File: config.mk
export PLATFORM = sky130hd
export DESIGN_NAME = irqc_top
export DESIGN_NICKNAME = d
export VERILOG_FILES = /design/src/rtl/irqc_pkg.sv /design/src/rtl/irqc_regs.sv /design/src/rtl/irqc_arb.sv /design/src/rtl/irqc_stack.sv /design/src/rtl/irqc_top.sv
export SDC_FILE = /design/constraint.sdc
export NUM_CORES = 1
export LEC_CHECK = 0
export BUFFER_PORTS_ARGS = -buffer_cell sky130_fd_sc_hd__buf_2
export CORE_ASPECT_RATIO = 1.2
export CORE_MARGIN = 10
export CORE_UTILIZATION = 30
export CTS_CLUSTER_SIZE = 25
export DETAILED_ROUTE_END_ITERATION = 7
export PLACE_DENSITY_LB_ADDON = 0.05
export RECOVER_POWER = 25
export SYNTH_ARGS = -nofsm -noshare
export SYNTH_HDL_FRONTEND = slang
export SYNTH_SLANG_ARGS = --single-unit
File: constraint.sdc
create_clock -name clk_i -period 172.1 [get_ports clk_i]
set_input_delay 25.815 -clock clk_i [delete_from_list [all_inputs] [get_ports clk_i]]
set_output_delay 25.815 -clock clk_i [all_outputs]
set_load 0.02 [all_outputs]
File: src/rtl/irqc_pkg.sv
package irqc_pkg;
  // Register region selected by reg_addr[6:5] when reg_addr[7] is 0
  typedef enum logic [1:0] {
    RG_EN_SET   = 2'd0,
    RG_EN_CLR   = 2'd1,
    RG_PEND_SET = 2'd2,
    RG_PEND_CLR = 2'd3
  } reg_region_e;
endpackage

File: src/rtl/irqc_regs.sv
module irqc_regs import irqc_pkg::*; #(
  parameter int N  = 32,
  parameter int PB = 4
) (
  input  logic            clk,
  input  logic            rst_n,
  input  logic [N-1:0]    irq,
  input  logic            wr,
  input  logic [7:0]      addr,
  input  logic [31:0]     wdata,
  output logic [31:0]     rdata,
  input  logic [N-1:0]    ack_clr,
  output logic [N-1:0]    en_o,
  output logic [N-1:0]    pend_o,
  output logic [N*PB-1:0] prio_o
);
  logic [N-1:0]    en_q, en_d, pend_q, pend_d, prev_q;
  logic [N*PB-1:0] prio_q, prio_d;
  logic [N-1:0]    s_en, c_en, s_pd, c_pd;
  logic            en_ce, pend_ce, prio_ce;
  reg_region_e     region;

  assign region = reg_region_e'(addr[6:5]);

  // write decode and next state
  always_comb begin
    s_en = '0; c_en = '0; s_pd = '0; c_pd = '0;
    prio_d = prio_q;
    for (int i = 0; i < N; i++) begin
      if (wr && !addr[7] && addr[4:0] == 5'(i / 32) && wdata[i % 32]) begin
        case (region)
          RG_EN_SET:   s_en[i] = 1'b1;
          RG_EN_CLR:   c_en[i] = 1'b1;
          RG_PEND_SET: s_pd[i] = 1'b1;
          default:     c_pd[i] = 1'b1;
        endcase
      end
      if (wr && addr[7] && addr[6:0] == 7'(i / 4))
        prio_d[i*PB +: PB] = wdata[8*(i%4)+7 -: PB];
    end
    en_d    = (en_q & ~c_en) | s_en;
    pend_d  = (pend_q & ~(c_pd | ack_clr)) | s_pd | (irq & ~prev_q);
    en_ce   = wr && !addr[7] && (region == RG_EN_SET || region == RG_EN_CLR);
    pend_ce = 1'b1;
    prio_ce = wr && addr[7];
  end

  always_ff @(posedge clk or negedge rst_n) begin
    if (!rst_n) begin
      en_q   <= '0;
      pend_q <= '0;
      prev_q <= '0;
      prio_q <= '0;
    end else begin
      if (en_ce)   en_q   <= en_d;
      if (pend_ce) pend_q <= pend_d;
      if (prio_ce) prio_q <= prio_d;
      prev_q <= irq;
    end
  end

  // readback
  always_comb begin
    rdata = '0;
    for (int i = 0; i < N; i++) begin
      if (addr[7]) begin
        if (addr[6:0] == 7'(i / 4))
          rdata[8*(i%4)+7 -: PB] = prio_q[i*PB +: PB];
      end else if (addr[4:0] == 5'(i / 32)) begin
        rdata[i % 32] = addr[6] ? pend_q[i] : en_q[i];
      end
    end
  end

  assign en_o   = en_q;
  assign pend_o = pend_q;
  assign prio_o = prio_q;
endmodule

File: src/rtl/irqc_arb.sv
module irqc_arb #(
  parameter int N   = 32,
  parameter int PB  = 4,
  localparam int IDW = $clog2(N)
) (
  input  logic [N-1:0]    elig,
  input  logic [N*PB-1:0] prio,
  output logic            found,
  output logic [IDW-1:0]  best_id,
  output logic [PB-1:0]   best_prio
);
  // Scan from the top so an equal value at a lower index replaces the choice
  always_comb begin
    found     = 1'b0;
    best_id   = '0;
    best_prio = '1;
    for (int i = N - 1; i >= 0; i--) begin
      if (elig[i] && (!found || prio[i*PB +: PB] <= best_prio)) begin
        found     = 1'b1;
        best_id   = IDW'(i);
        best_prio = prio[i*PB +: PB];
      end
    end
  end
endmodule

File: src/rtl/irqc_stack.sv
module irqc_stack #(
  parameter int PB = 4,
  localparam int DEPTH = 1 << PB,
  localparam int DW    = $clog2(DEPTH + 1)
) (
  input  logic          clk,
  input  logic          rst_n,
  input  logic          push,
  input  logic          pop,
  input  logic [PB-1:0] push_prio,
  output logic [PB-1:0] top_prio,
  output logic          empty,
  output logic [DW-1:0] depth
);
  logic [PB-1:0] mem_q [DEPTH];
  logic [DW-1:0] sp_q, sp_d;
  logic          wr_ce;
  logic [DW-1:0] wr_idx;

  always_comb begin
    sp_d   = sp_q;
    wr_ce  = 1'b0;
    wr_idx = sp_q;
    if (push && pop && sp_q != '0) begin
      wr_ce  = 1'b1;
      wr_idx = sp_q - 1'b1;
    end else if (push && sp_q != DW'(DEPTH)) begin
      wr_ce = 1'b1;
      sp_d  = sp_q + 1'b1;
    end else if (pop && sp_q != '0) begin
      sp_d = sp_q - 1'b1;
    end
  end

  always_ff @(posedge clk or negedge rst_n) begin
    if (!rst_n) sp_q <= '0;
    else        sp_q <= sp_d;
  end

  always_ff @(posedge clk) begin
    if (wr_ce) mem_q[wr_idx[PB-1:0]] <= push_prio;
  end

  assign empty    = (sp_q == '0);
  assign top_prio = empty ? '1 : mem_q[PB'(sp_q - 1'b1)];
  assign depth    = sp_q;
endmodule

File: src/rtl/irqc_top.sv
module irqc_top #(
  parameter int NUM_IRQ   = 32,
  parameter int PRIO_BITS = 4,
  localparam int IDW = $clog2(NUM_IRQ),
  localparam int DW  = $clog2((1 << PRIO_BITS) + 1)
) (
  input  logic               clk_i,
  input  logic               rst_ni,
  input  logic [NUM_IRQ-1:0] irq_i,
  input  logic               reg_wr_i,
  input  logic [7:0]         reg_addr_i,
  input  logic [31:0]        reg_wdata_i,
  output logic [31:0]        reg_rdata_o,
  output logic               cpu_req_o,
  output logic [IDW-1:0]     cpu_irq_id_o,
  input  logic               cpu_ack_i,
  input  logic               cpu_eoi_i
);
  logic rst_meta_q, rst_sync_n;
  logic [NUM_IRQ-1:0]           en, pend, ack_clr;
  logic [NUM_IRQ*PRIO_BITS-1:0] prio;
  logic found, empty, ack_fire, eoi_fire;
  logic [IDW-1:0]       best_id;
  logic [PRIO_BITS-1:0] best_prio, top_prio;
  logic [DW-1:0]        depth;

  always_ff @(posedge clk_i or negedge rst_ni) begin
    if (!rst_ni) begin
      rst_meta_q <= 1'b0;
      rst_sync_n <= 1'b0;
    end else begin
      rst_meta_q <= 1'b1;
      rst_sync_n <= rst_meta_q;
    end
  end

  irqc_regs #(.N(NUM_IRQ), .PB(PRIO_BITS)) regs_i (
    .clk(clk_i), .rst_n(rst_sync_n), .irq(irq_i),
    .wr(reg_wr_i), .addr(reg_addr_i), .wdata(reg_wdata_i), .rdata(reg_rdata_o),
    .ack_clr(ack_clr), .en_o(en), .pend_o(pend), .prio_o(prio)
  );

  irqc_arb #(.N(NUM_IRQ), .PB(PRIO_BITS)) arb_i (
    .elig(en & pend), .prio(prio),
    .found(found), .best_id(best_id), .best_prio(best_prio)
  );

  irqc_stack #(.PB(PRIO_BITS)) stack_i (
    .clk(clk_i), .rst_n(rst_sync_n), .push(ack_fire), .pop(eoi_fire),
    .push_prio(best_prio), .top_prio(top_prio), .empty(empty), .depth(depth)
  );

  assign cpu_req_o    = found && (empty || best_prio < top_prio);
  assign cpu_irq_id_o = best_id;
  assign ack_fire     = cpu_ack_i && cpu_req_o;
  assign eoi_fire     = cpu_eoi_i && !empty;

  always_comb begin
    ack_clr = '0;
    if (ack_fire) ack_clr[best_id] = 1'b1;
  end
endmodule

==> results of run 1 <==
==> critical path, delay by kind of cell, from the launching register on <==
family          cells  cell delay [ps]
simple gates       41             7930
buf+inv            16             1330
mux                21             6770
compound gates    125            27660
fa+ha+maj          42            12500
flops               1              430
==> area by class of cell <==
type	count	area [um^2]	share of cell area, %
clock inverter	15	193	0.826
multi-input combinational	1698	12100	51.8
timing repair buffer	135	721	3.09
sequential	295	7700	33.0
inverter	143	537	2.30
clock buffer	45	965	4.13
tap	909	1140	4.87
==> report_power, final <==
part / switching (mW) / total (mW) / internal, mW
Sequential: 0.00888 / 0.0936 / 0.0847
Clock: 0.0317 / 0.0774 / 0.0457
Combinational: 0.111 / 0.178 / 0.0666
==> state kept, by name, indices dropped and copies added, names as in the netlist <==
name,cells
regs_i.prev_q,32
stack_i.depth,5
regs_i.en_o,32
regs_i.pend_o,32
rst_sync_n,1
regs_i.prio_o,128
stack_i.mem_q,64
rst_meta_q,1
==> routing by layer <==
layer  wire length (um)  global-route usage (%)  share of wire, %  vias up
met5                  0                       0                 0        -
met4               3470                    8.33               4.1        0
met3               3200                    2.33               3.8       98
met2              41600                    36.0                49      424
met1              36400                    26.4                43     9047
li1                   -                       -                 -     8409
==> cell usage after synthesis, types with 18 or more instances <==
cell | instances | area [um^2]
nand2b_1 | 31 | 194
mux2_2 | 128 | 1440
inv_1 | 142 | 533
xnor2_1 | 23 | 201
ha_1 | 99 | 1240
nor3_1 | 49 | 245
mux2i_1 | 63 | 631
edfxtp_1 | 64 | 1920
nor2_1 | 130 | 488
nor2b_1 | 51 | 319
a21o_1 | 36 | 270
nand2_1 | 258 | 968
nand3_1 | 53 | 265
a22o_1 | 36 | 315
dfrtp_1 | 231 | 5780
clkbuf_1 | 87 | 327
a211oi_1 | 26 | 195
o21ai_0 | 156 | 781
and2_1 | 22 | 138
a21boi_0 | 21 | 158
o211ai_1 | 21 | 158
o21a_1 | 18 | 135
a21oi_1 | 131 | 656
mux4_2 | 31 | 698
a31oi_1 | 43 | 269
==> stage by stage <==
stage	cell area (um^2)	instances	hold slack [ps]	worst slack, ps	power, mW
CTS	23300	3240	348	89210	0.353
floorplan	20700	2237	331	96650	0.215
global placement	22200	3180	334	90990	0.272
global route	23300	3240	352	84200	0.374
finish	23300	3240	347	89100	0.349
detailed placement	22200	3180	335	89960	0.274
==> how the worst max path moves through the flow <==
| stage | endpoint | cells past startpoint | slack [ps] |
|---|---|---|---|
| 6_report | cpu_req_o | 245 | 89100 |
| 5_1_grt | cpu_req_o | 251 | 84200 |
| 4_1_cts | cpu_req_o | 246 | 89210 |
| 3_5_place_dp | cpu_req_o | 244 | 89960 |
| 3_3_place_gp | cpu_req_o | 246 | 90990 |
| 2_1_floorplan | cpu_req_o | 252 | 96650 |
==> cell families after synthesis <==
| family | share of synthesized area, % |
|---|---|
| compound gates | 21.6 |
| xor+xnor | 1.14 |
| fa+ha+maj | 6.52 |
| buf+inv | 4.50 |
| flops | 37.2 |
| mux | 13.5 |
| other cells | 0.0181 |
| simple gates | 15.6 |
==> results.cfg, run 1 <==
[outcome]
status = complete, but fails checks
violations = capacitance limit, slew limit

[flow_run]
cap_violations = 3

[final_layout]
final_common_cell = nand2_1
fill_cells = 7195
drive_above_1_share_pct = 17.1
final_util_pct = 34.2
nets = 2484
antenna_cells = 0
area_delta_synth_final_pct = 12.8
layout_common_cells = nand2_1, dfrtp_1, o21ai_0, inv_1, a21oi_1

[global_route]
grt_max_degree = 68
grt_first_pass_wirelength_um = 125000
grt-ovfl-total = 0
antenna_found_initial = 4
grt_pass1_vias = 18200
grt_usage_pct = 21.0

[floorplan]
die_w_um = 260
core_mm2 = 0.0683
placementRows = 105
start_util_pct = 30.3
dieHeight_um = 308
dieArea_mm2 = 0.0799
io_pins = 115

[routing]
drc = 0
vias = 18000
first_pass_iters = 5
wire_per_inst_um = 26.1
initialDrtViolationCount = 1319
wirelength_um = 84700
viasPerCell = 5.55
ant_nets = 0

[yosys]
synth-seq-cells = 295
async_flop_share_pct = 78.3
synth_edf_count = 64
yosysWarningCount = 0
synth_fp_nets = 2413
netlist_area_mm2 = 0.0207
synth_cell_types = 96
seq_area_frac_synth_pct = 37.2
synth_cells = 2237
synth_ff_type = dfrtp_1
synth_area_per_cell_um2 = 9.24

[clock_network]
cts-buffers-inserted = 35
cts.repair.resized = 0
clk_path_buf_depth = 3
clkLatencyLatePin_ps = 570
cts_sinks = 295
root_buffer = clkbuf_16
clk_pin_slew_ps = 60
clock_tree.htree_level_count = 2
postCtsHoldBufs = 0
cts_tree = built
post_cts_buffers = 0

[critical_path]
cp-end-kind = output port
cp_data_arrival_time_ps = 57180
crit_start = regs_i.en_o[31]
crit_required_ps = 146290
reg2regPathDepth = 246
start_kind = register
crit_slowest_cell = a211oi_1
r2r_end = stack_i.mem_q[4][2]
reg2reg_slack_ps = 114400
critPathKind = register to output port
r2r-start = regs_i.en_o[31]
max_stage_delay_ps = 650
path_max_fanout = 17
cp_common_cell = ha_1

[power_and_ir_drop]
max-vdd-ir-drop_mv = 0.00805
p_leak_nw = 10.2
powerDensity_mw_per_mm2 = 15.0

[place]
post-dp-hpwl_um = 65200
portBuffers = 114
gp_congestion = 0.900

[timing]
finClkSkew_ps = 31.9
rsz0062_at_grt = no
fmax_ghz = 0.0120
period_share_pct = 48.2
maxSlewViolCount = 168
min_period_ps = 83000
fin_setup_tns_ps = 0
finalSetupViolations = 0
slew_headroom_pct = -128
hold_violations = 0
tightest_slew_ps = 3420

[min_path]
min_to = rst_sync_n
min_path_cells = 0
hold_class = register to register
hold_path.startpoint = rst_meta_q
Power figures use the tool's default switching activity.
==> run 2, diff against run 1 <==
--- a/config.mk
+++ b/config.mk
@@ -5,6 +5,7 @@
 export SDC_FILE = /design/constraint.sdc
 export NUM_CORES = 1
 export LEC_CHECK = 0
+export ABC_AREA = 1
 export BUFFER_PORTS_ARGS = -buffer_cell sky130_fd_sc_hd__buf_2
 export CORE_ASPECT_RATIO = 1.2
 export CORE_MARGIN = 10
==> constraint.sdc (replaced) <==
create_clock -name clk_i -period 75.5 [get_ports clk_i]
set_input_delay 11.325 -clock clk_i [delete_from_list [all_inputs] [get_ports clk_i]]
set_output_delay 11.325 -clock clk_i [all_outputs]
set_load 0.02 [all_outputs]
==> run 2 against run 1 <==
The flow still finishes with violations (capacitance limit, slew limit). Count of clock-buffer cells in the layout increased by 4. Clock skew increased by 17 ps. Synthesized cell count increased by 19%. Final cell count increased by 13%. First-iteration DRC count decreased by 18%.
==> results.cfg, run 2 <==
[timing]
slew_headroom_pct = -412
maxSlewViolCount = 179
fmax_ghz = 0.0208
rsz0062_at_grt = no
period_share_pct = 63.7
fin_setup_tns_ps = 0
hold_violations = 0
finalSetupViolations = 0
tightest_slew_ps = 7680
worst_slack_ps = 27420
finClkSkew_ps = 49.1
holdWs_ps = 352
min_period_ps = 48080

[outcome]
status = complete, but fails checks
violations = capacitance limit, slew limit

[power_and_ir_drop]
power_uw = 698
max-vdd-ir-drop_mv = 0.0202
p_leak_nw = 10.4
powerDensity_mw_per_mm2 = 30.8

[critical_path]
cp_data_arrival_time_ps = 36760
r2r-start = regs_i.pend_o[31]
crit_start = regs_i.pend_o[31]
cp_common_cell = nand2_2
start_kind = register
cp-end-kind = output port
crit_slowest_cell = o21ai_2
crit_buf_inv = 36
critPathTopFamily = simple AND/OR/NAND/NOR gates
critPathKind = register to output port
crit_required_ps = 64180
path_max_fanout = 17
max_stage_delay_ps = 680

[place]
placed_area_mm2 = 0.0214
placed_cells = 3590
gp_congestion = 0.914
portBuffers = 114
post-dp-hpwl_um = 61600
place_ws_ps = 27970

[routing]
viasPerCell = 5.04
drc = 0
ant_nets = 0
first_pass_iters = 5
initialDrtViolationCount = 1084
wire_per_inst_um = 22.2
wirelength_um = 81100
vias = 18500

[min_path]
hold_class = register to register
hold_path.startpoint = rst_meta_q

[floorplan]
dieArea_mm2 = 0.0775
start_util_pct = 30.3
core_mm2 = 0.0660
placementRows = 103
io_pins = 115
die_w_um = 256
dieHeight_um = 303

[clock_network]
clkLatencyLatePin_ps = 580
cts_tree = built
clk_pin_slew_ps = 60
clk_path_buf_depth = 3
cts-buffers-inserted = 38
cts_sinks = 295
postCtsHoldBufs = 0
root_buffer = clkbuf_16
clock_tree.htree_level_count = 2
post_cts_buffers = 0
cts.repair.resized = 0

[yosys]
synth_fp_nets = 2827
seq_area_frac_synth_pct = 38.5
yosysMostFrequentCell = nand2_1
netlist_top_cells_area = dfrtp_1, nand2_1, o21ai_0
synth-simple-area-share_pct = 26.8
synth_top_area_share_pct = 28.9
synth-seq-cells = 295
synth_top_family_by_area = simple AND/OR/NAND/NOR gates
yosysWarningCount = 0
synthTopCellsByCount = nand2_1, o21ai_0, inv_1, dfrtp_1, nor2_1
async_flop_share_pct = 78.3
synth_cell_types = 60
yosys-mux-area-fraction_pct = 0.0500
synth_top_cell_by_area = dfrtp_1
synth_area_per_cell_um2 = 7.55
synthAdderAreaFrac_pct = 6.19
synth_ff_type = dfrtp_1
synth_cells = 2651
netlist_area_mm2 = 0.0200
synth_compound_area_share_pct = 19.5
synth_xor_area_share_pct = 0.306
synth_edf_count = 64

[global_route]
grt_first_pass_wirelength_um = 121000
grt_pass1_vias = 18600
grt-ovfl-total = 0
antenna_found_initial = 4
grt_max_degree = 133
grt_usage_pct = 20.6

[final_layout]
fill_cells = 7189
largest_register_ffs = 128
instances_no_fill = 3661
nets = 2914
area_delta_synth_final_pct = 13.3
multi_input_area_mm2 = 0.0106
final_area_mm2 = 0.0227
final_common_cell = nand2_1
drive_above_1_share_pct = 13.4
final_util_pct = 34.4
regArea_mm2 = 0.00770
layout_common_cells = nand2_1, o21ai_0, inv_1, dfrtp_1, nor2_1

[flow_run]
cap_violations = 2
run 2: changes by cell type after synthesis, sizes merged, moves of 34 or more:
| cell | change |
|---|---|
| mux2 | -128 |
| o21bai | +82 |
| nor2 | +71 |
| a31oi | -34 |
| nand2 | +414 |
| a21oi | -71 |
| nand3 | +119 |
| inv | +207 |
| a21o | -35 |
| o21ai | +257 |
| mux2i | -63 |
| nor2b | -51 |
| a22o | -36 |
run 2: path summary, 6_finish.rpt:
check                                        to  slack, ps  cells after the start
setup / recovery                      cpu_req_o      27420                    260
hold / removal                       rst_sync_n        350                      0
setup reg to reg           stack_i.mem_q[13][3]      38140                    265
hold reg to reg                      rst_sync_n        350                      0
max in group asynchronous            rst_meta_q      64870                      1
min in group asynchronous     regs_i.prev_q[26]        840                      0
run 2: logic make-up after synthesis:
| group | after synthesis |
|---|---|
| other | 1 |
| AO/OA/AOI/OAI | 670 |
| multiplexers | 1 |
| buffers and inverters | 438 |
| AND/OR/NAND/NOR | 1140 |
| adder cells (fa/ha/maj) | 99 |
| XOR/XNOR | 7 |
| flip-flops | 295 |
run 2: final cells by class:
type / instances / share of cell area [%]
flip-flops and latches: 295 / 34.0
clock buffers: 49 / 4.46
well taps: 892 / 4.92
diodes: 1 / 0.0110
multi-input cells: 1918 / 46.7
repair buffers: 132 / 3.10
clock inverters: 21 / 1.02
inverters: 353 / 5.84
run 2: layer usage:
layer	wire, um	vias to the layer above	track usage, %
met1	34000	8880	24.4
met2	41000	395	37.6
met4	3200	0	7.84
li1	-	9076	-
met3	2960	117	2.48
met5	0	-	0
run 2: worst reg2reg max path: cells and delay by family (launching register included):
family                     cells  cell delay (ps)
AOI/OAI and AO/OA             63            11350
adders and majority gates     32             9870
buffers and inverters         36             2270
DFF                            1              440
and+or+nand+nor              134            13100
run 2: power breakdown:
group	switching, mW	total, mW	internal, mW	leakage, nW
registers	0.0116	0.197	0.186	3.53
logic	0.217	0.314	0.0968	6.25
clock network	0.0807	0.187	0.106	0.588
==> run 3, diff against run 2 <==
--- a/config.mk
+++ b/config.mk
@@ -5,7 +5,7 @@
 export SDC_FILE = /design/constraint.sdc
 export NUM_CORES = 1
 export LEC_CHECK = 0
-export ABC_AREA = 1
+export ABC_AREA = 0
 export BUFFER_PORTS_ARGS = -buffer_cell sky130_fd_sc_hd__buf_2
 export CORE_ASPECT_RATIO = 1.2
 export CORE_MARGIN = 10
==> constraint.sdc (replaced) <==
create_clock -name clk_i -period 42.8 [get_ports clk_i]
set_input_delay 6.42 -clock clk_i [delete_from_list [all_inputs] [get_ports clk_i]]
set_output_delay 6.42 -clock clk_i [all_outputs]
set_load 0.02 [all_outputs]
==> run 3 against run 2 <==
The flow finishes with violations (capacitance limit, slew limit, setup timing). Die area is 3.1% higher. Sequential power up 90%. Highest routed layer unchanged. Clock power grew 77%.
==> results.cfg, run 3 (synthesis gave the netlist of run 1 again) <==
[place]
placed_area_mm2 = 0.0266
portBuffers = 114
placed_cells = 3617
gp_congestion = 0.954
post-dp-hpwl_um = 69500

[clock_network]
cts-buffers-inserted = 37
root_buffer = clkbuf_16
clkLatencyLatePin_ps = 570
clock_tree.htree_level_count = 2
cts_sinks = 295
clk_pin_slew_ps = 60
cts_tree = built
clk_path_buf_depth = 3

[routing]
vias = 20200
first_pass_iters = 8
wirelength_um = 91100
viasPerCell = 5.31
ant_nets = 0
drc = 0
wire_per_inst_um = 24.0
initialDrtViolationCount = 1203

[power_and_ir_drop]
swShare_pct = 40.2
switchingPower_uw = 771
powerDensity_mw_per_mm2 = 64.3
pwr-share-comb_pct = 63.1
p_leak_nw = 13.2
power.share.clock_pct = 17.3
max-vdd-ir-drop_mv = 0.0441
seqPwrFrac_pct = 19.6
power.internal_mw = 1.14

[outcome]
status = complete, but fails checks
violations = capacitance limit, slew limit, setup timing

[final_layout]
instances_no_fill = 3800
drive_above_1_share_pct = 42.3
fill_cells = 6761
largest_register_ffs = 128
nets = 3040
final_area_mm2 = 0.0298
final_common_cell = buf_4
layout_common_cells = buf_4, nand2_1, dfrtp_1, o21ai_0, inv_1
final_util_pct = 43.6
area_delta_synth_final_pct = 43.9

[timing]
finClkSkew_ps = 41.3
tightest_slew_ps = 8790
slew_headroom_pct = -486
holdWs_ps = 350
finalSetupViolations = 171
worst_slack_ps = -9640
period_share_pct = 123
min_period_ps = 52440
maxSlewViolCount = 152
fmax_ghz = 0.0191
rsz0062_at_grt = yes
hold_violations = 0

[critical_path]
critPathKind = register to output port
reg2reg_slack_ps = -3680
crit_start = regs_i.en_o[31]
start_kind = register
cp-end-kind = output port
max_stage_delay_ps = 400
crit_slowest_cell = dfrtp_1
crit_required_ps = 36380
cp_data_arrival_time_ps = 46020
r2r-start = regs_i.en_o[31]
cp_common_cell = a21o_1
path_max_fanout = 6

[min_path]
hold_class = register to register
hold_path.startpoint = rst_meta_q

[floorplan]
die_w_um = 260
io_pins = 115
placementRows = 105
dieArea_mm2 = 0.0799
core_mm2 = 0.0683
start_util_pct = 30.3
dieHeight_um = 308

[global_route]
grt-ovfl-total = 0
grt_pass1_vias = 21100
grt_max_degree = 152
grt_usage_pct = 22.4
antenna_found_initial = 5
grt_first_pass_wirelength_um = 135000

[flow_run]
cap_violations = 1
[run 3: cell count changes in the layout (fill, tap and decap cells not counted), sizes merged, moves of 34 or more]
| cell | delta |
|---|---|
| nand3 | -119 |
| a22o | +36 |
| nand2 | -414 |
| mux2 | +128 |
| buf | +557 |
| o21ai | -257 |
| mux2i | +63 |
| nor2 | -71 |
| a21oi | +71 |
| a31oi | +34 |
| a21o | +35 |
| o21bai | -82 |
| nor2b | +51 |
| inv | -208 |
[run 3: critical path: cells and delay by family (launching register included)]
kind                     cells  cell delay, ps
AO/OA/AOI/OAI              123           21150
adder cells (fa/ha/maj)     42           10030
multiplexers                21            5840
flip-flops                   1             400
buffers and inverters       24            2070
AND/OR/NAND/NOR             45            5870
[run 3: timing repair]
action / CTS / global route
hold buffers: 0 / 0
setup endpoints to repair: 171 / 171
setup buffers: 91 / 31
gates resized for setup: 116 / 131
pin swaps: 103 / 129
[run 3: metal layers]
layer / up-vias / global-route usage [%] / wire length, um
met5: - / 0 / 0
met1: 10100 / 27.1 / 37700
met3: 108 / 2.72 / 3480
met2: 430 / 40.1 / 46500
met4: 0 / 8.10 / 3370
li1: 9529 / - / -
[run 3: through the flow]
step	setup slack, ps	power [mW]	setup TNS (ps)
after floorplan	-8800	0.959	-469150
after global placement	-9280	1.41	-581210
after detailed placement	-10360	1.42	-768880
after CTS	-9440	1.86	-520840
after global routing	-12090	2.04	-958940
final	-9640	1.91	-545730
[run 3: worst paths after layout]
kind                                  endpoint  cells past startpoint
max                                  cpu_req_o                    255
min                                 rst_sync_n                      0
max reg2reg                stack_i.mem_q[6][3]                    258
min reg2reg                         rst_sync_n                      0
max in group asynchronous     regs_i.prio_o[2]                      1
min in group asynchronous    regs_i.prev_q[15]                      0
[run 3: area by class of cell]
| type | instances | area (um^2) | area share [%] |
|---|---|---|---|
| antenna | 2 | 5.00 | 0.0168 |
| clock buffer | 49 | 1020 | 3.43 |
| clock inverter | 15 | 219 | 0.736 |
| inverter | 143 | 544 | 1.83 |
| multi-input combinational | 1698 | 14100 | 47.3 |
| sequential | 295 | 7700 | 25.9 |
| tap | 909 | 1140 | 3.82 |
| timing repair buffer | 689 | 5060 | 17.0 |
[run 3: power groups by stage]
stage	clock network, mW	registers, mW	logic, mW
after floorplan	0	0.363	0.597
after global placement	0	0.379	1.03
after detailed placement	0	0.379	1.04
after CTS	0.340	0.374	1.15
after global routing	0.350	0.377	1.31
final	0.331	0.375	1.21
